`config.mk`:
```
export PLATFORM = sky130hd
export DESIGN_NAME = refresh_governor
export DESIGN_NICKNAME = d
export VERILOG_FILES = /design/src/rtl/refresh_gov_pkg.sv /design/src/rtl/temp_zone_reg.sv /design/src/rtl/refresh_pacer.sv /design/src/rtl/sr_policy.sv /design/src/rtl/refresh_governor.sv
export SDC_FILE = /design/constraint.sdc
export NUM_CORES = 1
export LEC_CHECK = 0
export BUFFER_PORTS_ARGS = -buffer_cell sky130_fd_sc_hd__buf_4
export CAP_MARGIN = 10
export CORE_UTILIZATION = 50
export CTS_BUF_LIST = sky130_fd_sc_hd__clkbuf_4 sky130_fd_sc_hd__clkbuf_8
export DETAILED_ROUTE_END_ITERATION = 8
export PLACE_DENSITY = 0.77
export SYNTH_ARGS = -nofsm -noshare
export SYNTH_HDL_FRONTEND = slang
export SYNTH_SLANG_ARGS = --single-unit
```
`constraint.sdc`:
```
create_clock -name clk -period 2.8 [get_ports clk]
set_input_delay 0.14 -clock clk [delete_from_list [all_inputs] [get_ports clk]]
set_output_delay 0.14 -clock clk [all_outputs]
set_load 0.02 [all_outputs]
```
`src/rtl/refresh_gov_pkg.sv`:
```
// Package: shared types for the refresh governor.
// Assumes temperatures are unsigned whole degrees Celsius.
package refresh_gov_pkg;

    // Registered temperature classification
    typedef struct packed {
        logic hot;    // above the refresh-doubling limit
        logic over;   // above the supported window
    } temp_zone_t;

    // Interval length in clocks for a given clock and refresh budget
    function automatic int unsigned norm_interval(int unsigned clk_khz,
                                                  int unsigned period_ms,
                                                  int unsigned cmds);
        return (clk_khz * period_ms) / cmds;
    endfunction

endpackage

```
`src/rtl/temp_zone_reg.sv`:
```
// Module: temp_zone_reg
// Samples the temperature each clock and classifies it against the hot
// and maximum limits. Also keeps a sticky out-of-window error.
// Assumes: limits are constants, HOT_C < MAX_C, reset synchronous active-low.
module temp_zone_reg
    import refresh_gov_pkg::*;
#(
    parameter int unsigned TEMP_W = 8,
    parameter int unsigned HOT_C  = 85,
    parameter int unsigned MAX_C  = 95
) (
    input  logic              clk,
    input  logic              rst_n,
    input  logic [TEMP_W-1:0] temp_c,
    output temp_zone_t        zone,
    output logic              err_sticky
);
    localparam logic [TEMP_W-1:0] HOT_LIM = TEMP_W'(HOT_C);
    localparam logic [TEMP_W-1:0] MAX_LIM = TEMP_W'(MAX_C);

    temp_zone_t zone_d;

    // Purpose: classify the live reading against both limits
    always_comb begin
        zone_d.hot  = (temp_c > HOT_LIM);
        zone_d.over = (temp_c > MAX_LIM);
    end

    // Purpose: register the zone and accumulate the sticky error
    always_ff @(posedge clk) begin
        if (!rst_n) begin
            zone       <= '0;
            err_sticky <= 1'b0;
        end else begin
            zone       <= zone_d;
            err_sticky <= err_sticky | zone_d.over;
        end
    end
endmodule

```
`src/rtl/refresh_pacer.sv`:
```
// Module: refresh_pacer
// Down-counter that emits a one-clock tick at each interval boundary.
// It reloads with the normal or fast length, depending on the hot flag
// at that boundary. While hot, a longer pending countdown is clamped to
// the fast length, so the tighter deadline is never missed.
// Assumes: NORM_TICKS >= 2, FAST_TICKS >= 1, FAST_TICKS <= NORM_TICKS.
module refresh_pacer #(
    parameter int unsigned NORM_TICKS = 976,
    parameter int unsigned FAST_TICKS = 488
) (
    input  logic clk,
    input  logic rst_n,
    input  logic hot,
    output logic tick
);
    localparam int unsigned CW = (NORM_TICKS > 1) ? $clog2(NORM_TICKS) : 1;
    localparam logic [CW-1:0] NORM_LOAD = CW'(NORM_TICKS - 1);
    localparam logic [CW-1:0] FAST_LOAD = CW'(FAST_TICKS - 1);

    logic [CW-1:0] cnt_q;
    logic [CW-1:0] cnt_dec;

    // Purpose: next countdown value, clamped when running hot
    always_comb begin
        cnt_dec = cnt_q - 1'b1;
        if (hot && (cnt_dec > FAST_LOAD)) begin
            cnt_dec = FAST_LOAD;
        end
    end

    // Purpose: count down, pulse at zero and reload per current rate
    always_ff @(posedge clk) begin
        if (!rst_n) begin
            cnt_q <= NORM_LOAD;
            tick  <= 1'b0;
        end else if (cnt_q == '0) begin
            cnt_q <= hot ? FAST_LOAD : NORM_LOAD;
            tick  <= 1'b1;
        end else begin
            cnt_q <= cnt_dec;
            tick  <= 1'b0;
        end
    end
endmodule

```
`src/rtl/sr_policy.sv`:
```
// Module: sr_policy
// Decides whether self-refresh entry is allowed, and the mode-register
// bit values to recommend, from the registered zone and the programmed
// mode bits.
// Assumes: mode bits are quasi-static and already in the clock domain.
module sr_policy
    import refresh_gov_pkg::*;
(
    input  temp_zone_t zone,
    input  logic       asr_en,
    input  logic       srt_en,
    output logic       permit,
    output logic       rec_asr,
    output logic       rec_srt
);
    // Purpose: gate self-refresh and derive recommended mode bits
    always_comb begin
        permit  = !zone.over && (!zone.hot || asr_en || srt_en);
        rec_asr = asr_en;
        rec_srt = !asr_en && zone.hot;
    end
endmodule

```
`src/rtl/refresh_governor.sv`:
```
// Module: refresh_governor (top)
// Paces refresh requests at a normal or doubled rate from case
// temperature, gates self-refresh on the programmed mode bits, flags
// out-of-window readings and recommends mode-register bit values.
// Assumes: clock frequency given in kHz, synchronous active-low reset.
module refresh_governor
    import refresh_gov_pkg::*;
#(
    parameter int unsigned CLK_KHZ         = 125000,
    parameter int unsigned PERIOD_MS       = 64,
    parameter int unsigned CMDS_PER_PERIOD = 8192,
    parameter int unsigned TEMP_W          = 8,
    parameter int unsigned HOT_C           = 85,
    parameter int unsigned MAX_C           = 95
) (
    input  logic              clk,
    input  logic              rst_n,
    input  logic [TEMP_W-1:0] temp_c,
    input  logic              asr_en,
    input  logic              srt_en,
    output logic              ref_tick,
    output logic              fast_rate,
    output logic              sr_permit,
    output logic              over_range,
    output logic              rec_asr,
    output logic              rec_srt
);
    localparam int unsigned NORM_TICKS = norm_interval(CLK_KHZ, PERIOD_MS, CMDS_PER_PERIOD);
    localparam int unsigned FAST_TICKS = NORM_TICKS / 2;

    temp_zone_t zone;

    temp_zone_reg #(
        .TEMP_W (TEMP_W),
        .HOT_C  (HOT_C),
        .MAX_C  (MAX_C)
    ) u_zone (
        .clk        (clk),
        .rst_n      (rst_n),
        .temp_c     (temp_c),
        .zone       (zone),
        .err_sticky (over_range)
    );

    refresh_pacer #(
        .NORM_TICKS (NORM_TICKS),
        .FAST_TICKS (FAST_TICKS)
    ) u_pacer (
        .clk   (clk),
        .rst_n (rst_n),
        .hot   (zone.hot),
        .tick  (ref_tick)
    );

    sr_policy u_policy (
        .zone    (zone),
        .asr_en  (asr_en),
        .srt_en  (srt_en),
        .permit  (sr_permit),
        .rec_asr (rec_asr),
        .rec_srt (rec_srt)
    );

    // Purpose: expose the rate selection
    assign fast_rate = zone.hot;
endmodule

```
==> metrics.log, run 1 <==
[metrics] outcome: completed
[metrics] reported leakage power: 0.000402 µW
[metrics] total clock sinks: 14
[metrics] height of the die: 42.5 µm
[metrics] setup skew after layout: 0.000450 ns
[metrics] H-tree levels: 1
[metrics] gp weighted congestion: 0.773
[metrics] final hold violation count: 0
[metrics] final slew viol count: 0
[metrics] end-of-flow core utilization: 0.624
[metrics] Max FO, Critical Path: 6
[metrics] launching element type of the critical path: flop
[metrics] final period utilization: 0.836
[metrics] Initial Util: 0.538
[metrics] Worst VDD drop: 0.306 mV
[metrics] Crit Reg-Reg Startpoint: u_pacer.cnt_q[0]$_SDFF_PP1_
[metrics] Worst-Skew Late Latency: 0.28 ns
[metrics] Required @ worst endpoint: 2.98 ns
[metrics] depth of the most critical reg-to-reg path: 7
[metrics] ys async rst share: 0
[metrics] Final TNS setup: 0 ns
[metrics] predominant post-synthesis flop cell: sky130_fd_sc_hd__dfxtp_1
[metrics] Syn-to-layout area delta: 16.0%
[metrics] detailed router's first-iteration violation count: 7
[metrics] worst endpoint data arrival time: 2.52 ns
[metrics] quantity of I/O buffers inserted on ports: 16
[metrics] horizontal die dimension: 42.5 µm
[metrics] Root Buffer: sky130_fd_sc_hd__clkbuf_4
[metrics] synthesized flop and latch total: 14
[metrics] grt ovf: 0
[metrics] cell area after placement: 928 µm²
[metrics] end point of the critical path: u_pacer.cnt_q[4]$_SDFF_PP0_
[metrics] share of post-route cells with drive strength above 1: 0.241
[metrics] vias in the first global route: 634
[metrics] synthesis warning total: 0
[metrics] number of top-level pins: 18
[metrics] worst rel slew slack: 0.694
[metrics] final hold slack: 0.0789 ns
[metrics] max-capacitance violation count: 0
[metrics] TritonCTS Buffers: 3
[metrics] power density cells: 435 mW/mm²
[metrics] Resized Gates After CTS: 0
[metrics] TritonCTS clock tree: built
[metrics] Mapped Cells: 93
[metrics] DRC errors left: 0
[metrics] Vias/cell: 5.85
[metrics] category of the worst setup path capture point: flop
[metrics] Achievable Freq: 427 MHz
[metrics] final critical path time including I/O delays and setup: 2.34 ns
[metrics] count of different cell masters after synthesis: 37
[metrics] initial antenna violation count: 0
[metrics] Placement Rows: 14
[metrics] floorplan die area: 0.00180 mm²
[metrics] unrepaired setup endpoints after global routing: no
[metrics] post-synthesis area per instance: 8.81 µm²
[metrics] core footprint: 0.00152 mm²
[metrics] fraction of the yosys area taken by sequential cells: 0.342
[metrics] R2R setup slack: 0.46 ns
[metrics] CTS Hold Buffers Added: 0
[metrics] post-synthesis instance area: 820 µm²
[metrics] Antenna Cells: 0
[metrics] post-detailed-route wirelength per cell: 12.6 µm
[metrics] overall routing resource usage: 0.192
[metrics] number of flops mapped to enable cells by yosys: 0
[metrics] Pre-Repair DR Iteration Count: 4
[metrics] remaining number of nets flagged by the antenna check after routing: 0
[metrics] class of the worst hold path: input port to flop
[metrics] Max clock buf depth: 2
[metrics] largest net degree at the start of global routing: 12
[metrics] post-CTS setup buffer count: 0
[metrics] number of nets in the layout: 124
[metrics] start-to-end type of the worst setup path: flop to flop
[metrics] most common cell after layout, fill and taps aside: sky130_fd_sc_hd__buf_4
[metrics] via total after detailed routing: 725
[metrics] worst reg2reg path endpoint: u_pacer.cnt_q[4]$_SDFF_PP0_
[metrics] Final setup viols: 0
[metrics] Reg clk slew, reported paths: 0.08 ns
[metrics] wire length of the first global-routing pass: 2700 µm
[metrics] Synthesized Nets: 107
[metrics] post-detailed-routing wire length: 1570 µm
[metrics] final design instance area without fill: 951 µm²
[metrics] HPWL after detailed placement: 1140 µm
[metrics] beginning of the critical path: u_pacer.cnt_q[0]$_SDFF_PP1_
[metrics] top library cells by usage in the layout, fill and taps aside: 17 x sky130_fd_sc_hd__buf_4, 14 x sky130_fd_sc_hd__dfxtp_1, 8 x sky130_fd_sc_hd__nor2_1, 8 x sky130_fd_sc_hd__nand2_1, 6 x sky130_fd_sc_hd__inv_1
[metrics] worst-margin pin slew: 0.457 ns
-- synth_stat cells (all sizes together), types with 2 or more instances --
cell,count,share of area
nor3b,2,0.018
a211oi,2,0.018
nand2,8,0.037
ha,2,0.031
nor3,4,0.031
nor2,8,0.037
o211ai,2,0.018
xnor2,4,0.043
nor2b,2,0.015
or4,3,0.037
inv,6,0.027
o311ai,2,0.052
nand3,2,0.012
xor2,2,0.021
dfxtp,14,0.34
a21oi,5,0.031
buf,4,0.043
o21ai,5,0.031
a21o,3,0.027
-- metal layers --
metal  wire (µm)  global-route usage  vias up
li1            -                   -      369
met1         704               0.266      333
met2         769               0.292       19
met3          69              0.0259        4
met4          23              0.0938        0
met5           0                   0        -
-- stage by stage --
step                setup WS, ns  cells  power (µW)
finish                     0.459    124         413
global route               0.369    124         437
CTS                        0.460    124         415
detailed placement         0.477    121         306
global placement           0.506    121         304
floorplan                  0.654     93         278
-- worst max-delay path, stage by stage (launching register included) --
cell	delay (ns)
sky130_fd_sc_hd__dfxtp_1	0.43
sky130_fd_sc_hd__inv_1	0.09
sky130_fd_sc_hd__ha_1	0.29
sky130_fd_sc_hd__or4bb_1	0.51
sky130_fd_sc_hd__nor3_2	0.12
sky130_fd_sc_hd__a211oi_1	0.08
sky130_fd_sc_hd__o41a_2	0.54
sky130_fd_sc_hd__and2_1	0.17
-- worst min-delay path by stage --
stage | start | end | slack, ns | cells past startpoint
6_report | temp_c[7] | u_zone.zone[1]$_SDFF_PN0_ | 0.08 | 3
5_1_grt | rst_n | u_pacer.cnt_q[9]$_SDFF_PN1_ | 0.09 | 2
4_1_cts | temp_c[7] | u_zone.zone[1]$_SDFF_PN0_ | 0.08 | 3
3_5_place_dp | temp_c[7] | u_zone.zone[1]$_SDFF_PN0_ | 0.37 | 3
3_3_place_gp | temp_c[7] | u_zone.zone[1]$_SDFF_PN0_ | 0.37 | 3
2_1_floorplan | rst_n | u_pacer.cnt_q[9]$_SDFF_PN1_ | 0.22 | 1
-- registers in the layout (all words and copies together), names as in the netlist --
signal             cells
u_zone.zone            2
u_zone.err_sticky      1
u_pacer.tick           1
u_pacer.cnt_q         10
-- where the power goes --
part	internal (µW)	switching [µW]
sequential	211	15.0
clock	49.9	61.9
combinational	38.7	37.0
-- kinds of logic after synthesis --
| family | Yosys count | synth area share |
|---|---|---|
| compound gates | 25 | 0.246 |
| xor+xnor | 6 | 0.0641 |
| fa+ha+maj | 2 | 0.0305 |
| buf+inv | 11 | 0.0748 |
| flops | 14 | 0.342 |
| simple gates | 35 | 0.243 |
-- area by class of cell --
cell class                 instances  area, µm²
fill                             137        573
sequential                        14        280
tap                               16       20.0
timing repair buffer              17        128
clock buffer                       3       22.5
inverter                           6       22.5
multi-input combinational         68        478
(Power assumes the default switching activity.)
==> inputs of run 2 (changes only) <==
Clock period 2.8 ns to 2.3 ns, I/O delays scaled along.
==> metrics.log, run 2 (same netlist as run 1, synthesis figures left out) <==
[metrics] gp weighted congestion: 0.797
[metrics] final slew viol count: 0
[metrics] class of the worst hold path: input port to flop
[metrics] ordered cell list for the critical path: inv_1, ha_1, or4bb_1, nor3_2, a211oi_1, o41a_2, and2_1
[metrics] HPWL after detailed placement: 1350 µm
[metrics] pre-CTS setup slack: 0.0514 ns
[metrics] remaining number of nets flagged by the antenna check after routing: 0
[metrics] max-capacitance violation count: 0
[metrics] Initial Util: 0.538
[metrics] Vias/cell: 5.76
[metrics] final design instance area without fill: 0.00100 mm²
[metrics] category of the worst setup path capture point: flop
[metrics] H-tree levels: 1
[metrics] worst rel slew slack: 0.661
[metrics] worst endpoint data arrival time: 2.38 ns
[metrics] height of the die: 42.5 µm
[metrics] final hold slack: 0.0554 ns
[metrics] Worst VDD drop: 0.403 mV
[metrics] Syn-to-layout area delta: 22.1%
[metrics] grt ovf: 0
[metrics] Reg clk slew, reported paths: 0.09 ns
[metrics] wire length of the first global-routing pass: 2930 µm
[metrics] Final WS setup: 0.110 ns
[metrics] Max clock buf depth: 2
[metrics] Antenna Cells: 0
[metrics] horizontal die dimension: 42.5 µm
[metrics] initial antenna violation count: 0
[metrics] detailed router's first-iteration violation count: 3
[metrics] Max FO, Critical Path: 5
[metrics] most common cell after layout, fill and taps aside: sky130_fd_sc_hd__buf_4
[metrics] top library cells by usage in the layout, fill and taps aside: 21 x sky130_fd_sc_hd__buf_4, 13 x sky130_fd_sc_hd__dfxtp_1, 8 x sky130_fd_sc_hd__nor2_1, 8 x sky130_fd_sc_hd__nand2_1, 6 x sky130_fd_sc_hd__inv_1
[metrics] DRC errors left: 0
[metrics] gate family responsible for the most delay along the worst path: simple AND/OR/NAND/NOR gates
[metrics] Resized Gates After CTS: 0
[metrics] Buf+Inv Stages, Crit Path: 1
[metrics] post-detailed-route wirelength per cell: 13.5 µm
[metrics] crit-path max cell delay: 0.54 ns
[metrics] TritonCTS Buffers: 3
[metrics] power density cells: 561 mW/mm²
[metrics] Root Buffer: sky130_fd_sc_hd__clkbuf_4
[metrics] reported leakage power: 0.000429 µW
[metrics] unrepaired setup endpoints after global routing: no
[metrics] post-detailed-routing wire length: 1740 µm
[metrics] Placement Rows: 14
[metrics] final period utilization: 0.952
[metrics] outcome: completed
[metrics] flip-flop count of the largest register, all copies and words added: 10
[metrics] Achievable Freq: 457 MHz
[metrics] via total after detailed routing: 743
[metrics] Pre-Repair DR Iteration Count: 4
[metrics] Final setup viols: 0
[metrics] start-to-end type of the worst setup path: flop to flop
[metrics] worst-margin pin slew: 0.506 ns
[metrics] vias in the first global route: 690
[metrics] TritonCTS clock tree: built
[metrics] CTS Hold Buffers Added: 0
[metrics] register with the highest flop count: u_pacer.cnt_q
[metrics] number of nets in the layout: 128
[metrics] overall routing resource usage: 0.218
[metrics] final hold violation count: 0
[metrics] Final TNS setup: 0 ns
[metrics] registers with the highest flip-flop counts: u_pacer.cnt_q x10, u_zone.zone x2
[metrics] core footprint: 0.00152 mm²
[metrics] setup skew after layout: 0.00345 ns
[metrics] Slowest cell on crit path: sky130_fd_sc_hd__o41a_2
[metrics] quantity of I/O buffers inserted on ports: 16
[metrics] largest net degree at the start of global routing: 11
[metrics] share of post-route cells with drive strength above 1: 0.292
[metrics] floorplan die area: 0.00180 mm²
[metrics] total clock sinks: 14
[metrics] number of top-level pins: 18
[metrics] cell area after placement: 958 µm²
[metrics] post-CTS setup buffer count: 0
[metrics] Required @ worst endpoint: 2.49 ns
[metrics] launching element type of the critical path: flop
[metrics] final critical path time including I/O delays and setup: 2.19 ns
[metrics] Worst-Skew Late Latency: 0.29 ns
==> run 2: cell count changes in the layout (fill, tap and decap cells not counted), sizes merged <==
cell / before / now
buf: 17 / 21
clkbuf: 3 / 4
==> run 2: path summary, 6_finish.rpt <==
path	startpoint	end	slack (ns)	cells after the start
max	u_pacer.cnt_q[1]$_SDFF_PP1_	u_pacer.cnt_q[4]$_SDFF_PP0_	0.11	7
min	temp_c[7]	u_zone.zone[1]$_SDFF_PN0_	0.06	3
max reg2reg	u_pacer.cnt_q[1]$_SDFF_PP1_	u_pacer.cnt_q[4]$_SDFF_PP0_	0.11	7
min reg2reg	u_zone.err_sticky$_SDFF_PN0_	u_zone.err_sticky$_SDFF_PN0_	0.46	1
==> run 2: where the power goes <==
group / internal, µW / switching (µW) / total [µW] / leakage [µW]
Clock: 96.5 / 85.9 / 182 / 0.0000210
Sequential: 257 / 13.8 / 271 / 0.000115
Combinational: 54.7 / 53.2 / 108 / 0.000293
==> run 2: worst min-delay path: stages <==
cell and delay [ns]:
sky130_fd_sc_hd__buf_4 0.08, sky130_fd_sc_hd__a21oi_1 0.03, sky130_fd_sc_hd__nor2_1 0.08
==> run 2: area by class of cell <==
type                    count  area [µm²]
multi-input cells          68         483
well taps                  16        20.0
fillers                   119         523
inverters                   6        22.5
flip-flops and latches     14         282
repair buffers             21         158
clock buffers               4        36.3
==> run 2: layer usage <==
metal / wire length, µm / vias to the layer above / global-route usage
met4: 36 / 0 / 0.113
met1: 774 / 348 / 0.267
met3: 33 / 5 / 0.0388
li1: - / 378 / -
met2: 896 / 12 / 0.360
met5: 0 / - / 0
==> run 2: per-stage QoR <==
stage	power, µW	util	instances
after floorplan	338	-	93
after global placement	379	0.629	125
after global routing	588	0.657	129
final	561	0.657	129
after CTS	559	0.653	129
after detailed placement	384	0.629	125
==> inputs of run 3 (changes only) <==
Settings changed: BUFFER_PORTS_ARGS -buffer_cell sky130_fd_sc_hd__buf_4 to unset, DONT_BUFFER_PORTS set to 1, GPL_TIMING_DRIVEN set to 0, PLACE_DENSITY 0.77 to unset.
==> metrics.log, run 3 (same netlist as run 1, synthesis figures left out) <==
[metrics] outcome: completed
[metrics] filler instances: 149
[metrics] registers with the highest flip-flop counts: u_pacer.cnt_q x10, u_zone.zone x2
[metrics] worst-margin pin slew: 0.454 ns
[metrics] unrepaired setup endpoints after global routing: no
[metrics] Sequential cell area: 283 µm²
[metrics] Syn-to-layout area delta: 12.4%
[metrics] final critical path time including I/O delays and setup: 2.17 ns
[metrics] post-detailed-route wirelength per cell: 14.4 µm
[metrics] Vias/cell: 5.92
[metrics] category of the worst setup path capture point: flop
[metrics] Pre-Repair DR Iteration Count: 3
[metrics] Reg clk slew, reported paths: 0.08 ns
[metrics] cell area after placement: 840 µm²
[metrics] post-detailed-routing wire length: 1660 µm
[metrics] class of the worst hold path: input port to flop
[metrics] floorplan die area: 0.00180 mm²
[metrics] core footprint: 0.00152 mm²
[metrics] Max FO, Critical Path: 9
[metrics] register with the highest flop count: u_pacer.cnt_q
[metrics] overall routing resource usage: 0.219
[metrics] number of nets in the layout: 115
[metrics] flip-flop count of the largest register, all copies and words added: 10
[metrics] wire length of the first global-routing pass: 2960 µm
[metrics] Final setup viols: 0
[metrics] final hold slack: 0.0309 ns
[metrics] grt ovf: 0
[metrics] H-tree levels: 1
[metrics] depth of the most critical reg-to-reg path: 6
[metrics] launching element type of the critical path: flop
[metrics] worst rel slew slack: 0.697
[metrics] Worst VDD drop: 0.483 mV
[metrics] start-to-end type of the worst setup path: flop to flop
[metrics] height of the die: 42.5 µm
[metrics] Root Buffer: sky130_fd_sc_hd__clkbuf_4
[metrics] Antenna Cells: 0
[metrics] Worst-Skew Late Latency: 0.28 ns
[metrics] Max clock buf depth: 2
[metrics] total clock sinks: 14
[metrics] via total after detailed routing: 681
[metrics] gp weighted congestion: 0.780
[metrics] HPWL after detailed placement: 1200 µm
[metrics] Required @ worst endpoint: 2.48 ns
[metrics] vias in the first global route: 707
[metrics] remaining number of nets flagged by the antenna check after routing: 0
[metrics] quantity of I/O buffers inserted on ports: 0
[metrics] setup skew after layout: 0.0113 ns
[metrics] top library cells by usage in the layout, fill and taps aside: 12 x sky130_fd_sc_hd__dfxtp_1, 8 x sky130_fd_sc_hd__nor2_1, 8 x sky130_fd_sc_hd__nand2_1
[metrics] post-layout power: 488 µW
[metrics] Placement Rows: 14
[metrics] max-capacitance violation count: 0
[metrics] TritonCTS clock tree: built
[metrics] final period utilization: 0.945
[metrics] detailed router's first-iteration violation count: 7
[metrics] multi-input combinational cell area: 504 µm²
[metrics] reported leakage power: 0.000365 µW
[metrics] end-of-flow core utilization: 0.604
[metrics] initial antenna violation count: 0
[metrics] largest net degree at the start of global routing: 11
[metrics] number of top-level pins: 18
[metrics] final design instance area without fill: 921 µm²
[metrics] most common cell after layout, fill and taps aside: sky130_fd_sc_hd__dfxtp_1
[metrics] final hold violation count: 0
[metrics] power density cells: 530 mW/mm²
[metrics] share of post-route cells with drive strength above 1: 0.192
[metrics] TritonCTS Buffers: 3
[metrics] horizontal die dimension: 42.5 µm
[metrics] final slew viol count: 0
[metrics] worst endpoint data arrival time: 2.35 ns
[metrics] Initial Util: 0.538
[metrics] number of cells traversed by the worst hold path: 2
[metrics] DRC errors left: 0
[metrics] Achievable Freq: 460 MHz
-- run 3: power by group --
part	total, µW	switching [µW]	internal, µW
registers	279	21.1	258
clock network	132	71.0	60.6
logic	77.4	40.8	36.6
-- run 3: routing by layer --
| metal | global-route usage | vias up | share of wire |
|---|---|---|---|
| met5 | 0 | - | 0 |
| met4 | 0.0563 | 0 | 0.0078 |
| met3 | 0.0776 | 2 | 0.039 |
| met2 | 0.382 | 10 | 0.52 |
| met1 | 0.251 | 314 | 0.44 |
| li1 | - | 355 | - |
-- run 3: metrics by stage --
stage          setup WS (ns)  setup TNS, ns  std cells
4_1_cts               0.0398              0        115
5_1_grt               0.0201              0        115
3_3_place_gp        -0.00404       -0.00404        109
2_1_floorplan          0.154              0         93
6_report               0.127              0        115
3_5_place_dp         -0.0138        -0.0138        109
-- run 3: critical path, cell delays in order (launching register included) --
cell and delay, ns:
sky130_fd_sc_hd__dfxtp_1 0.34, sky130_fd_sc_hd__or4_1 0.51, sky130_fd_sc_hd__buf_2 0.20, sky130_fd_sc_hd__o311ai_4 0.35, sky130_fd_sc_hd__inv_1 0.08, sky130_fd_sc_hd__o41a_2 0.43
sky130_fd_sc_hd__and2_1 0.17
-- run 3: area by class of cell --
class | instances | share of cell area
buffer | 5 | 0.0421
clock buffer | 3 | 0.0245
inverter | 6 | 0.0245
multi-input combinational | 68 | 0.548
sequential | 14 | 0.307
tap | 16 | 0.0217
timing repair buffer | 3 | 0.0326
-- run 3: path summary, 6_finish.rpt --
kind                                                  start                          end  slack, ns
worst max register to register  u_pacer.cnt_q[7]$_SDFF_PP1_  u_pacer.cnt_q[4]$_SDFF_PP0_       0.13
worst max-delay path            u_pacer.cnt_q[7]$_SDFF_PP1_  u_pacer.cnt_q[4]$_SDFF_PP0_       0.13
worst min-delay path                              temp_c[7]    u_zone.zone[0]$_SDFF_PN0_       0.03
worst min register to register  u_pacer.cnt_q[0]$_SDFF_PP1_  u_pacer.cnt_q[0]$_SDFF_PP1_       0.43
-- run 3: what timing repair did --
item / 4_1_cts / 5_1_grt
hold buffers: 3 / 0
hold endpoints to repair: 6 / 0
gates resized for setup: 2 / 5
endpoints found under the setup margin: 1 / 1
setup buffers: 0 / 0
